File: config.mk
export PLATFORM = sky130hd
export DESIGN_NAME = sysctl_latch
export DESIGN_NICKNAME = d
export VERILOG_FILES = /design/src/rtl/sysctl_pkg.sv /design/src/rtl/sysctl_win_dec.sv /design/src/rtl/sysctl_addr_latch.sv /design/src/rtl/sysctl_latch.sv
export SDC_FILE = /design/constraint.sdc
export NUM_CORES = 1
export LEC_CHECK = 0
export BUFFER_PORTS_ARGS = -buffer_cell sky130_fd_sc_hd__buf_2
export CAP_MARGIN = 20
export CORE_AREA = 2 2 48 50
export CTS_CLUSTER_DIAMETER = 120
export DETAILED_ROUTE_END_ITERATION = 12
export DIE_AREA = 0 0 50 52
export PLACE_DENSITY = 0.88
export SYNTH_ARGS = -nofsm -noshare
export SYNTH_HDL_FRONTEND = slang
export SYNTH_SLANG_ARGS = --single-unit
File: constraint.sdc
create_clock -name clk -period 3.47 [get_ports clk]
set_input_delay 0.5205 -clock clk [delete_from_list [all_inputs] [get_ports clk]]
set_output_delay 0.5205 -clock clk [all_outputs]
set_load 0.005 [all_outputs]
File: src/rtl/sysctl_pkg.sv
package sysctl_pkg;

   localparam int unsigned FLAG_SEL_W = 3;
   localparam int unsigned NUM_FLAGS  = 1 << FLAG_SEL_W;
   localparam int unsigned COIN_SEL_W = 2;
   localparam int unsigned NUM_COIN   = 1 << COIN_SEL_W;

   // flag positions inside the flag bank (bit index = addr[3:1])
   typedef enum logic [FLAG_SEL_W-1:0] {
      FLG_DARK      = 3'd0,
      FLG_VEC_CART  = 3'd1,
      FLG_UNLOCK_A  = 3'd2,
      FLG_UNLOCK_B  = 3'd3,
      FLG_REGSEL    = 3'd4,
      FLG_FIX_CART  = 3'd5,
      FLG_BRAM_PROT = 3'd6,
      FLG_PAL1      = 3'd7
   } flag_idx_e;

   // flags whose meaning is active when addr[4] is 0
   localparam logic [NUM_FLAGS-1:0] FLAG_INVERT = 8'b1101_0100;
   localparam logic [NUM_FLAGS-1:0] FLAG_RESET  = '0;

   typedef enum logic [COIN_SEL_W-1:0] {
      COIN_CTR1  = 2'd0,
      COIN_CTR2  = 2'd1,
      COIN_LOCK1 = 2'd2,
      COIN_LOCK2 = 2'd3
   } coin_idx_e;

   localparam logic [NUM_COIN-1:0] COIN_INVERT = '0;
   localparam logic [NUM_COIN-1:0] COIN_RESET  = '0;

endpackage

File: src/rtl/sysctl_win_dec.sv
module sysctl_win_dec #(
   parameter int unsigned          ADDR_W    = 24,
   parameter logic [ADDR_W-1:0]    BASE      = '0,
   parameter int unsigned          MATCH_LSB = 5,
   parameter int unsigned          VAL_BIT   = 4,
   parameter int unsigned          SEL_LSB   = 1,
   parameter int unsigned          SEL_W     = 3,
   parameter int unsigned          FIX_LSB   = 3,
   parameter int unsigned          FIX_W     = 0,
   parameter logic [7:0]           FIX_VAL   = '0
) (
   input  logic              acc_ok,
   input  logic [ADDR_W-1:0] addr,
   output logic              hit,
   output logic [SEL_W-1:0]  sel,
   output logic              val
);

   localparam int unsigned MATCH_W = ADDR_W - MATCH_LSB;

   if (MATCH_LSB <= VAL_BIT || MATCH_LSB <= SEL_LSB + SEL_W - 1) begin : g_bad_layout
      $error("sysctl_win_dec: window match bits overlap the decoded field");
   end
   if (SEL_LSB == 0) begin : g_bad_sel
      $error("sysctl_win_dec: bit 0 is reserved for the odd-byte check");
   end

   logic base_match;
   logic fix_match;

   assign base_match = (addr[ADDR_W-1:MATCH_LSB] == BASE[ADDR_W-1:MATCH_LSB]);

   if (FIX_W == 0) begin : g_nofix
      assign fix_match = 1'b1;
   end else begin : g_fix
      assign fix_match = (addr[FIX_LSB +: FIX_W] == FIX_VAL[FIX_W-1:0]);
   end

   // only odd byte addresses are mapped
   assign hit = acc_ok & addr[0] & base_match & fix_match;
   assign sel = addr[SEL_LSB +: SEL_W];
   assign val = addr[VAL_BIT];

   logic unused_match_w;
   assign unused_match_w = (MATCH_W == 0);

endmodule

File: src/rtl/sysctl_addr_latch.sv
module sysctl_addr_latch #(
   parameter int unsigned     SEL_W   = 3,
   parameter int unsigned     N       = 1 << SEL_W,
   parameter logic [N-1:0]    RST_VAL = '0,
   parameter logic [N-1:0]    INVERT  = '0
) (
   input  logic             clk,
   input  logic             rst,
   input  logic             wr_hit,
   input  logic [SEL_W-1:0] wr_sel,
   input  logic             wr_val,
   output logic [N-1:0]     q
);

   if (N != (1 << SEL_W)) begin : g_bad_n
      $error("sysctl_addr_latch: N must equal 2**SEL_W");
   end

   for (genvar i = 0; i < N; i++) begin : g_bit
      logic bit_we;
      logic bit_d;
      assign bit_we = wr_hit && (wr_sel == SEL_W'(i));
      assign bit_d  = wr_val ^ INVERT[i];

      always_ff @(posedge clk) begin
         if (rst) begin
            q[i] <= RST_VAL[i];
         end else if (bit_we) begin
            q[i] <= bit_d;
         end
      end
   end

endmodule

File: src/rtl/sysctl_latch.sv
module sysctl_latch
   import sysctl_pkg::*;
#(
   parameter int unsigned       ADDR_W    = 24,
   parameter int unsigned       DATA_W    = 8,
   parameter logic [ADDR_W-1:0] FLAG_BASE = 'h3A0000,
   parameter logic [ADDR_W-1:0] COIN_BASE = 'h380000
) (
   input  logic              clk,
   input  logic              rst,
   input  logic              wr_en,
   input  logic              wr_byte,
   input  logic [ADDR_W-1:0] addr,
   input  logic [DATA_W-1:0] wr_data,
   output logic              video_dark,
   output logic              vec_cart,
   output logic              card_we_en,
   output logic              card_regsel,
   output logic              fix_cart,
   output logic              bram_protect,
   output logic              pal_bank1,
   output logic [3:0]        coin_sink,
   output logic [7:0]        test_flags,
   output logic [3:0]        test_coin
);

   localparam int unsigned FLAG_MATCH_LSB = FLAG_SEL_W + 2;
   localparam int unsigned COIN_MATCH_LSB = 8;

   if (ADDR_W < COIN_MATCH_LSB + 1) begin : g_bad_addr_w
      $error("sysctl_latch: ADDR_W too small for the coin window");
   end
   if (FLAG_BASE[FLAG_MATCH_LSB-1:0] != '0) begin : g_bad_flag_base
      $error("sysctl_latch: FLAG_BASE must be aligned to the flag window");
   end
   if (COIN_BASE[COIN_MATCH_LSB-1:0] != '0) begin : g_bad_coin_base
      $error("sysctl_latch: COIN_BASE must be aligned to the coin window");
   end
   if (FLAG_BASE[ADDR_W-1:COIN_MATCH_LSB] == COIN_BASE[ADDR_W-1:COIN_MATCH_LSB]) begin : g_overlap
      $error("sysctl_latch: flag and coin windows overlap");
   end

   logic                  acc_ok;
   logic                  flag_hit, flag_val;
   logic [FLAG_SEL_W-1:0] flag_sel;
   logic                  coin_hit, coin_val;
   logic [COIN_SEL_W-1:0] coin_sel;
   logic [NUM_FLAGS-1:0]  flags;
   logic [NUM_COIN-1:0]   coins;

   assign acc_ok = wr_en & wr_byte;

   sysctl_win_dec #(
      .ADDR_W    (ADDR_W),
      .BASE      (FLAG_BASE),
      .MATCH_LSB (FLAG_MATCH_LSB),
      .VAL_BIT   (FLAG_SEL_W + 1),
      .SEL_LSB   (1),
      .SEL_W     (FLAG_SEL_W),
      .FIX_LSB   (0),
      .FIX_W     (0),
      .FIX_VAL   (8'h00)
   ) u_flag_dec (
      .acc_ok (acc_ok),
      .addr   (addr),
      .hit    (flag_hit),
      .sel    (flag_sel),
      .val    (flag_val)
   );

   sysctl_win_dec #(
      .ADDR_W    (ADDR_W),
      .BASE      (COIN_BASE),
      .MATCH_LSB (COIN_MATCH_LSB),
      .VAL_BIT   (7),
      .SEL_LSB   (1),
      .SEL_W     (COIN_SEL_W),
      .FIX_LSB   (3),
      .FIX_W     (4),
      .FIX_VAL   (8'h0C)
   ) u_coin_dec (
      .acc_ok (acc_ok),
      .addr   (addr),
      .hit    (coin_hit),
      .sel    (coin_sel),
      .val    (coin_val)
   );

   sysctl_addr_latch #(
      .SEL_W   (FLAG_SEL_W),
      .N       (NUM_FLAGS),
      .RST_VAL (FLAG_RESET),
      .INVERT  (FLAG_INVERT)
   ) u_flag_bank (
      .clk    (clk),
      .rst    (rst),
      .wr_hit (flag_hit),
      .wr_sel (flag_sel),
      .wr_val (flag_val),
      .q      (flags)
   );

   sysctl_addr_latch #(
      .SEL_W   (COIN_SEL_W),
      .N       (NUM_COIN),
      .RST_VAL (COIN_RESET),
      .INVERT  (COIN_INVERT)
   ) u_coin_bank (
      .clk    (clk),
      .rst    (rst),
      .wr_hit (coin_hit),
      .wr_sel (coin_sel),
      .wr_val (coin_val),
      .q      (coins)
   );

   assign video_dark   = flags[FLG_DARK];
   assign vec_cart     = flags[FLG_VEC_CART];
   assign card_regsel  = flags[FLG_REGSEL];
   assign fix_cart     = flags[FLG_FIX_CART];
   assign bram_protect = flags[FLG_BRAM_PROT];
   assign pal_bank1    = flags[FLG_PAL1];
   // card writes need both unlock flags
   assign card_we_en   = flags[FLG_UNLOCK_A] & flags[FLG_UNLOCK_B];

   assign coin_sink  = coins;
   assign test_flags = flags;
   assign test_coin  = coins;

   logic data_unused;
   assign data_unused = ^wr_data;

endmodule

==> results of run 1 <==
layout make-up:
type                            instances  share of cell area
Clock buffer                            3              0.0213
Multi-Input combinational cell         73               0.465
Tap cell                               28              0.0331
Inverter                                5              0.0177
Sequential cell                        12               0.227
Timing Repair Buffer                   50               0.236
how the worst max path moves through the flow:
stage | end | slack, ps | cells after the start | start
detailed placement | u_flag_bank.q[6] | 1120 | 5 | addr[7]
finish | u_flag_bank.q[6] | 1400 | 5 | addr[7]
global route | u_flag_bank.q[2] | 1300 | 5 | addr[16]
global placement | u_flag_bank.q[2] | 1210 | 5 | addr[7]
CTS | u_flag_bank.q[6] | 1410 | 5 | addr[7]
floorplan | u_coin_bank.q[0] | 1360 | 5 | addr[3]
worst max-delay path: cells and delay by family:
family | cells | cell delay [ps]
simple gates | 3 | 1480
compound gates | 1 | 150
buf+inv | 1 | 130
kinds of logic after synthesis:
| family | after synthesis | synth area share |
|---|---|---|
| simple gates | 49 | 0.393 |
| compound gates | 24 | 0.181 |
| buf+inv | 23 | 0.146 |
| flops | 12 | 0.280 |
state kept, by name (all words and copies together), names as in the netlist:
register       cells
u_coin_bank.q      4
u_flag_bank.q      8
cells in the final DEF, fill, tap and decap left out:
master                      n
sky130_fd_sc_hd__or4b_1     1
sky130_fd_sc_hd__o41ai_1    1
sky130_fd_sc_hd__nor3_1     5
sky130_fd_sc_hd__nand2_1    2
sky130_fd_sc_hd__and2_1     1
sky130_fd_sc_hd__nor2_1     1
sky130_fd_sc_hd__or3_1      3
sky130_fd_sc_hd__or4_1      9
sky130_fd_sc_hd__nor4b_1    4
sky130_fd_sc_hd__o31ai_1    8
sky130_fd_sc_hd__nand4_1    5
sky130_fd_sc_hd__buf_2     50
sky130_fd_sc_hd__or3b_4     1
sky130_fd_sc_hd__nor2b_1    1
sky130_fd_sc_hd__nor4bb_1   1
sky130_fd_sc_hd__and4b_1    1
sky130_fd_sc_hd__o21ai_0    1
sky130_fd_sc_hd__nand2b_1   3
sky130_fd_sc_hd__nand4b_1   2
sky130_fd_sc_hd__dfxtp_1   12
sky130_fd_sc_hd__and2_0     1
sky130_fd_sc_hd__clkbuf_4   3
sky130_fd_sc_hd__nor3b_1    2
sky130_fd_sc_hd__a31o_2     3
sky130_fd_sc_hd__and3_1     1
sky130_fd_sc_hd__nor4_1     1
sky130_fd_sc_hd__and3b_1    1
sky130_fd_sc_hd__a21oi_1   11
sky130_fd_sc_hd__inv_1      5
sky130_fd_sc_hd__nand3_1    3
metal layers:
layer / up-vias / share of wire / track usage
li1: 477 / - / -
met1: 461 / 0.39 / 0.196
met2: 49 / 0.53 / 0.307
met3: 7 / 0.067 / 0.0230
met4: 0 / 0.020 / 0.102
met5: - / 0 / 0
metrics by stage:
| step | total power (uW) | hold WS, ps | std cells |
|---|---|---|---|
| after global routing | 274 | 499 | 171 |
| after detailed placement | 177 | 473 | 168 |
| after global placement | 176 | 458 | 168 |
| final | 265 | 475 | 171 |
| after CTS | 263 | 484 | 171 |
| after floorplan | 156 | 469 | 108 |
report_power, final:
group | internal (uW) | switching, uW | total (uW)
clock | 40.4 | 49.9 | 90.3
sequential | 138 | 0.00000365 | 138
combinational | 17.4 | 19.8 | 37.1
total | 195 | 69.7 | 265
==> flow_summary.rst, run 1 <==
.. list-table::
   :header-rows: 1

   * - Metric
     - Value
   * - Endpoint of the most critical register-to-register path
     - u_coin_bank.q[2]
   * - Setup Slack @ Placement
     - roughly 1100 ps
   * - Cells resized by post-CTS repair
     - 0
   * - Yosys synthesis warning count
     - 0
   * - Depth of the CTS H-tree
     - 1
   * - Max transition margin
     - 0.395
   * - Largest net degree at the start of global routing
     - 17
   * - Hold Fails Final Rpt
     - 0
   * - Layout Cell Area excl Fill
     - about 1100 um2
   * - Number of violations of the max-capacitance limit
     - 0
   * - Leakage Power
     - between 0.0004 and 0.0005 uW
   * - Clk pin slew, worst setup/hold paths
     - 80 ps
   * - Critical path data arrival time
     - approximately 2300 ps
   * - Clock Latency Late Sink
     - about 290 ps
   * - Slowest Stage Delay on Critical Path
     - between 700 and 800 ps
   * - Cell area reported after detailed placement
     - between 1000 and 1500 um2
   * - Clock tree from TritonCTS
     - built
   * - Wire length reported by the detailed router
     - ~2200 um
   * - Die width
     - roughly 50 um
   * - Leading cell type by number of instances after synthesis
     - sky130_fd_sc_hd__dfxtp_1
   * - TNS Setup
     - 0 ps
   * - Flop-to-flop setup slack
     - between 2000 and 3000 ps
   * - Sum of overflow across all layers after global routing
     - 0
   * - Flops & latches, synth
     - 12
   * - Post-synthesis cell type with the largest combined area
     - sky130_fd_sc_hd__dfxtp_1
   * - Avg Synthesized Cell Area
     - a little under 8 um2
   * - Cell-by-cell listing of the critical path
     - buf_2, nor4b_1, nand4b_1, or4_1, a21oi_1
   * - Most used flip-flop cell after synthesis
     - sky130_fd_sc_hd__dfxtp_1
   * - DRC marker count from the first detailed-route iteration
     - 24
   * - Type of the worst setup path
     - in2reg
   * - I/O Buffers
     - 50
   * - Detailed-router iteration count before antenna repair
     - 5
   * - Number of clock buffers inserted by TritonCTS
     - 3
   * - Final worst setup slack
     - around 1400 ps
   * - Weighted congestion reported at the end of routability-driven placement
     - just under 0.8
   * - Portion of the post-synthesis area used by sequential elements
     - 0.280
   * - Peak supply drop
     - roughly 110 uV
   * - Hold worst-path end
     - u_flag_bank.q[4]
   * - Most numerous cell types in the synthesized netlist
     - sky130_fd_sc_hd__dfxtp_1, sky130_fd_sc_hd__a21oi_1, sky130_fd_sc_hd__buf_4, sky130_fd_sc_hd__or4_1, sky130_fd_sc_hd__o31ai_1
   * - Clock Skews
     - 0 ps
   * - Count of filler cells inserted in the layout
     - ~210
   * - CP startpoint kind
     - input port
   * - Post-CTS Setup Bufs
     - 0
   * - Category of the worst setup path capture point
     - flop
   * - Time the final worst path needs with I/O delays and setup
     - between 2000 and 2500 ps
   * - Power density over the cells
     - 250 nW/um2
   * - Vias per inst
     - 5.81
   * - Syn Std Cell Area
     - about 860 um2
   * - Hold_sp
     - u_flag_bank.q[4]
   * - Global-route wire length before repair
     - ~3500 um
   * - Max Fanout on Critical Path
     - 5
   * - Storage cell area
     - 240 um2
   * - Cell types with the largest area share after synthesis
     - sky130_fd_sc_hd__dfxtp_1, sky130_fd_sc_hd__buf_4, sky130_fd_sc_hd__or4_1
   * - Period utilization
     - 0.598
   * - Number of distinct library cells after synthesis
     - 32
   * - Final setup violating endpoints
     - 0
   * - CORE AREA
     - around 2100 um2
   * - Number of antenna cells inserted
     - 0
   * - Worst Hold Class
     - reg2reg
   * - Clock tree sinks
     - 12
   * - Effective utilization at floorplan
     - 0.407
   * - Synth-to-Final Area Change
     - 23.5%
   * - Number of slew-limit violations in the final report
     - 0
   * - Count of vias placed by the detailed router
     - about 990
   * - Highest-delay cell along the critical path
     - sky130_fd_sc_hd__nor4b_1
   * - Number of nets in the layout
     - 181
   * - Count of boundary I/O pins
     - a little under 60
   * - Area of combinational cells with multiple inputs
     - between 400 and 500 um2
   * - Cell count of the worst hold path
     - 2
   * - Number of cells traversed by the worst register-to-register path
     - 3
   * - Wire length per cell
     - between 10 and 15 um
   * - Detailed placement HPWL
     - 1780 um
   * - Number of instances in the synthesized netlist
     - 108
   * - Required time of the critical path
     - between 3000 and 4000 ps
   * - Finished Core Util
     - 0.503
   * - Proportion of netlist area held by the largest area contributor
     - 0.280
   * - Number of standard-cell rows in the floorplan
     - 17
   * - Root cell of the clock tree
     - sky130_fd_sc_hd__clkbuf_4
   * - Crit Reg-Reg Startpoint
     - u_coin_bank.q[2]
   * - All-Layer GR Usage
     - 0.172
   * - Asr flop ratio synth
     - 0
   * - Highest clock rate
     - 0.482 GHz
   * - Number of global-route vias before repair
     - roughly 820
   * - Fraction of final layout cells with drive strength greater than 1
     - 0.399
   * - Drc violations
     - 0
   * - Measured slew at the worst slew-check pin
     - 895 ps
   * - Result of the run
     - finished, final reports clean
   * - Height of the die
     - ~52 um
   * - Hold buffers post-CTS
     - 0
   * - Number of antenna violations at the first check in global routing
     - 0
   * - Unrepaired setup endpoints after global routing
     - no
   * - Die area
     - 2600 um2
   * - Antenna-violating nets left
     - 0
   * - Max clock buf depth
     - 2
   * - Post-synth EDFFs
     - 0
   * - Number of nets produced by synthesis
     - around 140
No activity file was read; power rests on OpenSTA's default activity.
==> run 2, diff against run 1 <==
--- a/config.mk
+++ b/config.mk
@@ -7,11 +7,11 @@
 export LEC_CHECK = 0
 export BUFFER_PORTS_ARGS = -buffer_cell sky130_fd_sc_hd__buf_2
 export CAP_MARGIN = 20
-export CORE_AREA = 2 2 48 50
+export CORE_AREA = 2 2 52 54
 export CTS_CLUSTER_DIAMETER = 120
 export DETAILED_ROUTE_END_ITERATION = 12
-export DIE_AREA = 0 0 50 52
-export PLACE_DENSITY = 0.88
+export DIE_AREA = 0 0 54 56
+export PLACE_DENSITY = 0.8
 export SYNTH_ARGS = -nofsm -noshare
 export SYNTH_HDL_FRONTEND = slang
 export SYNTH_SLANG_ARGS = --single-unit
==> constraint.sdc (replaced) <==
create_clock -name clk -period 1.8 [get_ports clk]
set_input_delay 0.27 -clock clk [delete_from_list [all_inputs] [get_ports clk]]
set_output_delay 0.27 -clock clk [all_outputs]
set_load 0.005 [all_outputs]
==> run 2 against run 1 <==
- via count is 0.10% higher
- global-route usage hardly changed
- total power rose by 120%
- routed wire length increased by 6.0%
- sequential cell count unchanged
- combinational power rose by 130%
- design area increased by 11%
- utilization decreased by 1.8 points
- critical path depth unchanged
- first-iteration DRC count down 79%
- register-to-register slack lost 1700 ps
==> flow_summary.rst, run 2 (synthesized netlist as in run 1, its figures left out) <==
.. list-table::
   :header-rows: 1

   * - Metric
     - Value
   * - Fraction of final layout cells with drive strength greater than 1
     - 0.456
   * - Final worst setup slack
     - 90.7 ps
   * - Worst Path Buf+Inv
     - 1
   * - Time the final worst path needs with I/O delays and setup
     - around 1700 ps
   * - Final setup violating endpoints
     - 0
   * - Largest net degree at the start of global routing
     - 17
   * - Highest clock rate
     - about 0.6 GHz
   * - Cell-by-cell listing of the critical path
     - buf_2, or4b_1, or3_1, or4_1, a21oi_1
   * - Synth-to-Final Area Change
     - 37.7%
   * - Cell area reported after detailed placement
     - about 1100 um2
   * - Registers with the most flip-flops
     - u_flag_bank.q (8), u_coin_bank.q (4)
   * - Hold Fails Final Rpt
     - 0
   * - Slowest Stage Delay on Critical Path
     - 560 ps
   * - Setup Slack @ Placement
     - -207 ps
   * - CORE AREA
     - between 2000 and 2500 um2
   * - Clk pin slew, worst setup/hold paths
     - 80 ps
   * - Number of slew-limit violations in the final report
     - 0
   * - Number of violations of the max-capacitance limit
     - 0
   * - Layout Cell Area excl Fill
     - approximately 1200 um2
   * - Wire length reported by the detailed router
     - 2330 um
   * - Worst Hold Class
     - in2reg
   * - Required time of the critical path
     - around 2000 ps
   * - All-Layer GR Usage
     - 0.173
   * - Number of nets in the layout
     - 195
   * - Leakage Power
     - between 0.0005 and 0.0006 uW
   * - Power density over the cells
     - approximately 480 nW/um2
   * - Highest-delay cell along the critical path
     - sky130_fd_sc_hd__or4b_1
   * - Storage cell area
     - 240 um2
   * - Area of combinational cells with multiple inputs
     - 492 um2
   * - Instance count after placement with tap cells included
     - approximately 180
   * - Count of filler cells inserted in the layout
     - 250
   * - Non-filler instance count after layout
     - 188
   * - Root cell of the clock tree
     - sky130_fd_sc_hd__clkbuf_4
   * - Peak supply drop
     - about 350 uV
   * - Wire length per cell
     - roughly 12 um
   * - Drc violations
     - 0
   * - Result of the run
     - finished, final reports clean
   * - Worst hold slack after final layout
     - approximately 320 ps
   * - Detailed placement HPWL
     - between 1500 and 2000 um
   * - Post-CTS Setup Bufs
     - 0
   * - Vias per inst
     - between 5 and 6
   * - Register ranked first by flip-flop count
     - u_flag_bank.q
   * - Detailed-router iteration count before antenna repair
     - 3
   * - Height of the die
     - approximately 56 um
   * - Most used cells in the layout excluding fill and tap cells
     - sky130_fd_sc_hd__buf_2, sky130_fd_sc_hd__buf_4, sky130_fd_sc_hd__dfxtp_1
   * - Sum of overflow across all layers after global routing
     - 0
   * - Critical path data arrival time
     - between 1500 and 2000 ps
   * - DRC marker count from the first detailed-route iteration
     - 5
   * - Effective utilization at floorplan
     - 0.352
   * - Clock Skews
     - 0 ps
   * - Critical path's top delay family
     - simple AND/OR/NAND/NOR gates
   * - Die width
     - 54 um
   * - Period utilization
     - 0.950
   * - Clock tree sinks
     - 12
   * - Clock Latency Late Sink
     - 280 ps
   * - Measured slew at the worst slew-check pin
     - ~360 ps
   * - Cells resized by post-CTS repair
     - 0
   * - Depth of the CTS H-tree
     - 1
   * - Hold buffers post-CTS
     - 0
   * - Number of antenna cells inserted
     - 0
   * - Die area
     - between 3000 and 4000 um2
   * - Type of the worst setup path
     - in2reg
   * - Weighted congestion reported at the end of routability-driven placement
     - 0.922
   * - Number of antenna violations at the first check in global routing
     - 0
   * - Number of clock buffers inserted by TritonCTS
     - 3
   * - Global-route wire length before repair
     - 4000 um
   * - Unrepaired setup endpoints after global routing
     - no
   * - Finished Core Util
     - 0.485
   * - Count of boundary I/O pins
     - just under 60
   * - Antenna-violating nets left
     - 0
   * - Most common cell after layout, fill and taps aside
     - sky130_fd_sc_hd__buf_2
   * - CP startpoint kind
     - input port
   * - I/O Buffers
     - 50
   * - Max transition margin
     - 0.756
   * - Category of the worst setup path capture point
     - flop
   * - Count of vias placed by the detailed router
     - 995
   * - Max clock buf depth
     - 2
   * - Max Fanout on Critical Path
     - 3
   * - Clock tree from TritonCTS
     - built
   * - Number of standard-cell rows in the floorplan
     - 18
   * - Number of global-route vias before repair
     - ~1000
   * - Flip-flop count of the largest register, all copies and words added
     - 8
==> run 2: cell types whose count changed in the layout (fill, tap and decap cells not counted), sizes merged <==
cell | previous run | this run
clkbuf | 3 | 4
buf | 50 | 64
==> run 2: per-stage QoR <==
step / power (uW) / TNS (ps)
floorplan: 301 / 0
global placement: 351 / -372
detailed placement: 354 / -468
CTS: 573 / 0
global route: 596 / 0
finish: 570 / 0
==> run 2: worst paths after layout <==
kind | start | cells past startpoint | slack (ps) | to
setup / recovery | addr[7] | 5 | 90 | u_flag_bank.q[2]
hold / removal | addr[16] | 4 | 320 | u_flag_bank.q[0]
setup reg to reg | u_flag_bank.q[3] | 3 | 1010 | u_flag_bank.q[3]
hold reg to reg | u_flag_bank.q[5] | 2 | 480 | u_flag_bank.q[5]
==> run 2: worst register-to-register path, stage by stage (launching register included) <==
cell                      delay [ps]
sky130_fd_sc_hd__dfxtp_1         370
sky130_fd_sc_hd__inv_1            50
sky130_fd_sc_hd__a31o_2          200
sky130_fd_sc_hd__a21oi_1         110
==> run 2: layout make-up <==
type	instances	share of cell area
Clock buffer	4	0.0308
Inverter	5	0.0159
Multi-Input combinational cell	73	0.417
Sequential cell	12	0.204
Tap cell	30	0.0318
Timing Repair Buffer	64	0.301
==> run 2: report_power, final <==
group	switching, uW	internal [uW]	total, uW
Clock	98.3	123	221
Combinational	41.1	42.6	83.7
Sequential	0.00000703	265	265
Total	139	431	570
==> run 2: layer usage <==
layer  share of wire  up-vias  GRT usage
met1            0.39      449      0.190
met5               0        -          0
met3           0.060        6     0.0403
li1                -      505          -
met4           0.024        0     0.0857
met2            0.53       35      0.298
==> run 3, diff against run 2 <==
--- a/config.mk
+++ b/config.mk
@@ -7,11 +7,11 @@
 export LEC_CHECK = 0
 export BUFFER_PORTS_ARGS = -buffer_cell sky130_fd_sc_hd__buf_2
 export CAP_MARGIN = 20
-export CORE_AREA = 2 2 52 54
+export CORE_AREA = 2 2 48 50
 export CTS_CLUSTER_DIAMETER = 120
 export DETAILED_ROUTE_END_ITERATION = 12
-export DIE_AREA = 0 0 54 56
-export PLACE_DENSITY = 0.8
+export DIE_AREA = 0 0 50 52
+export PLACE_DENSITY = 0.88
 export SYNTH_ARGS = -nofsm -noshare
 export SYNTH_HDL_FRONTEND = slang
 export SYNTH_SLANG_ARGS = --single-unit
==> constraint.sdc (replaced) <==
create_clock -name clk -period 2.2 [get_ports clk]
set_input_delay 0.33 -clock clk [delete_from_list [all_inputs] [get_ports clk]]
set_output_delay 0.33 -clock clk [all_outputs]
set_load 0.005 [all_outputs]
==> run 3 against run 2 <==
- setup slack improved by 290 ps
- register-to-register slack improved by 390 ps
- combinational power fell by 28%
- clock skew did not move
- total power fell by 27%
- global-route usage rose by 0.89 points
- die area fell by 14%
- largest power group unchanged
- non-clock buffer count fell by 12
- final cell count fell by 8.0%
- design area fell by 9.0%
- sequential cell count did not move
==> flow_summary.rst, run 3 (synthesized netlist as in run 1, its figures left out) <==
.. list-table::
   :header-rows: 1

   * - Metric
     - Value
   * - Result of the run
     - finished, final reports clean
   * - Number of violations of the max-capacitance limit
     - 0
   * - Leakage Power
     - between 0.0004 and 0.0005 uW
   * - Drc violations
     - 0
   * - Sum of overflow across all layers after global routing
     - 0
   * - Antenna-violating nets left
     - 0
   * - Clock Latency Late Sink
     - between 200 and 300 ps
   * - CP startpoint kind
     - input port
   * - Clk pin slew, worst setup/hold paths
     - about 80 ps
   * - Measured slew at the worst slew-check pin
     - ~450 ps
   * - Register ranked first by flip-flop count
     - u_flag_bank.q
   * - Flip-flop count of the largest register, all copies and words added
     - 8
   * - Number of slew-limit violations in the final report
     - 0
   * - Final setup violating endpoints
     - 0
   * - Cells resized by post-CTS repair
     - 0
   * - Category of the worst setup path capture point
     - flop
   * - Highest clock rate
     - 0.549 GHz
   * - Most used cells in the layout excluding fill and tap cells
     - sky130_fd_sc_hd__buf_2, sky130_fd_sc_hd__dfxtp_1, sky130_fd_sc_hd__a21oi_1
   * - Die area
     - 2600 um2
   * - Max clock buf depth
     - 2
   * - Clock tree sinks
     - 12
   * - Max Fanout on Critical Path
     - 5
   * - Count of vias placed by the detailed router
     - just under 1000
   * - Worst hold slack after final layout
     - 358 ps
   * - Unrepaired setup endpoints after global routing
     - no
   * - Detailed placement HPWL
     - approximately 1800 um
   * - Number of antenna violations at the first check in global routing
     - 0
   * - Layout Cell Area excl Fill
     - about 1100 um2
   * - Type of the worst setup path
     - in2reg
   * - Weighted congestion reported at the end of routability-driven placement
     - approximately 0.76
   * - Worst Hold Class
     - in2reg
   * - Time the final worst path needs with I/O delays and setup
     - around 1800 ps
   * - Height of the die
     - ~52 um
   * - Vias per inst
     - roughly 5.6
   * - Synth-to-Final Area Change
     - 25.3%
   * - CORE AREA
     - 2110 um2
   * - I/O Buffers
     - 50
   * - Wire length per cell
     - roughly 13 um
   * - Largest net degree at the start of global routing
     - 17
   * - Effective utilization at floorplan
     - 0.407
   * - Number of clock buffers inserted by TritonCTS
     - 3
   * - Hold buffers post-CTS
     - 0
   * - Number of standard-cell rows in the floorplan
     - 17
   * - Total design power
     - around 420 uW
   * - Fraction of final layout cells with drive strength greater than 1
     - 0.407
   * - Detailed-router iteration count before antenna repair
     - 4
   * - Number of global-route vias before repair
     - slightly below 900
   * - Depth of the CTS H-tree
     - 1
   * - Critical path data arrival time
     - approximately 2000 ps
   * - Clock Skews
     - 0 ps
   * - Wire length reported by the detailed router
     - ~2200 um
   * - Registers with the most flip-flops
     - u_flag_bank.q (8), u_coin_bank.q (4)
   * - Clock tree from TritonCTS
     - built
   * - Count of boundary I/O pins
     - 59
   * - Most common cell after layout, fill and taps aside
     - sky130_fd_sc_hd__buf_2
   * - Number of nets in the layout
     - about 180
   * - Global-route wire length before repair
     - 3630 um
   * - Post-CTS Setup Bufs
     - 0
   * - Number of antenna cells inserted
     - 0
   * - Cell area reported after detailed placement
     - 1050 um2
   * - DRC marker count from the first detailed-route iteration
     - 32
   * - Power density over the cells
     - between 300 and 400 nW/um2
   * - Max transition margin
     - 0.700
   * - Die width
     - ~50 um
   * - Required time of the critical path
     - approximately 2400 ps
   * - All-Layer GR Usage
     - 0.182
   * - Root cell of the clock tree
     - sky130_fd_sc_hd__clkbuf_4
   * - TNS Setup
     - 0 ps
   * - Hold Fails Final Rpt
     - 0
   * - Peak supply drop
     - around 220 uV
   * - Period utilization
     - 0.828
==> run 3: cell types whose count changed in the layout (fill, tap and decap cells not counted), sizes merged <==
cell | before | now
buf | 64 | 52
clkbuf | 4 | 3
==> run 3: final timing paths <==
| check | startpoint | to | slack, ps | cells past startpoint |
|---|---|---|---|---|
| worst min register to register | u_flag_bank.q[4] | u_flag_bank.q[4] | 480 | 2 |
| worst max register to register | u_coin_bank.q[3] | u_coin_bank.q[3] | 1400 | 3 |
| worst max-delay path | addr[7] | u_flag_bank.q[2] | 380 | 5 |
| worst min-delay path | addr[7] | u_coin_bank.q[3] | 360 | 3 |
==> run 3: critical path: stages <==
cell                      delay, ps
sky130_fd_sc_hd__buf_2          130
sky130_fd_sc_hd__or4b_1         570
sky130_fd_sc_hd__or3_1          380
sky130_fd_sc_hd__or4_1          470
sky130_fd_sc_hd__a21oi_1        150
==> run 3: layer usage <==
metal / track usage / wire length (um) / vias up
met2: 0.322 / 1160 / 46
met5: 0 / 0 / -
met1: 0.203 / 898 / 430
met4: 0.106 / 31 / 0
met3: 0.0316 / 143 / 3
li1: - / - / 483
==> run 3: final cells by class <==
cell class | instances | area, um2
Multi-Input combinational cell | 73 | 492
Sequential cell | 12 | 240
Timing Repair Buffer | 52 | 265
Inverter | 5 | 18.8
Fill cell | 212 | 1030
Tap cell | 28 | 35.0
Clock buffer | 3 | 22.5
==> run 3: where the power goes <==
part / total, uW / internal, uW / leakage, uW / switching (uW)
sequential: 217 / 217 / 0.0000966 / 0.00000580
combinational: 59.9 / 28.0 / 0.000347 / 31.9
clock: 139 / 63.6 / 0.0000138 / 75.5
total: 416 / 309 / 0.000457 / 107
==> run 3: per-stage QoR <==
stage	worst slack [ps]	util	cells
floorplan	280	-	108
global route	293	0.510	173
finish	378	0.510	173
detailed placement	98.7	0.499	170
global placement	129	0.499	170
CTS	384	0.510	173
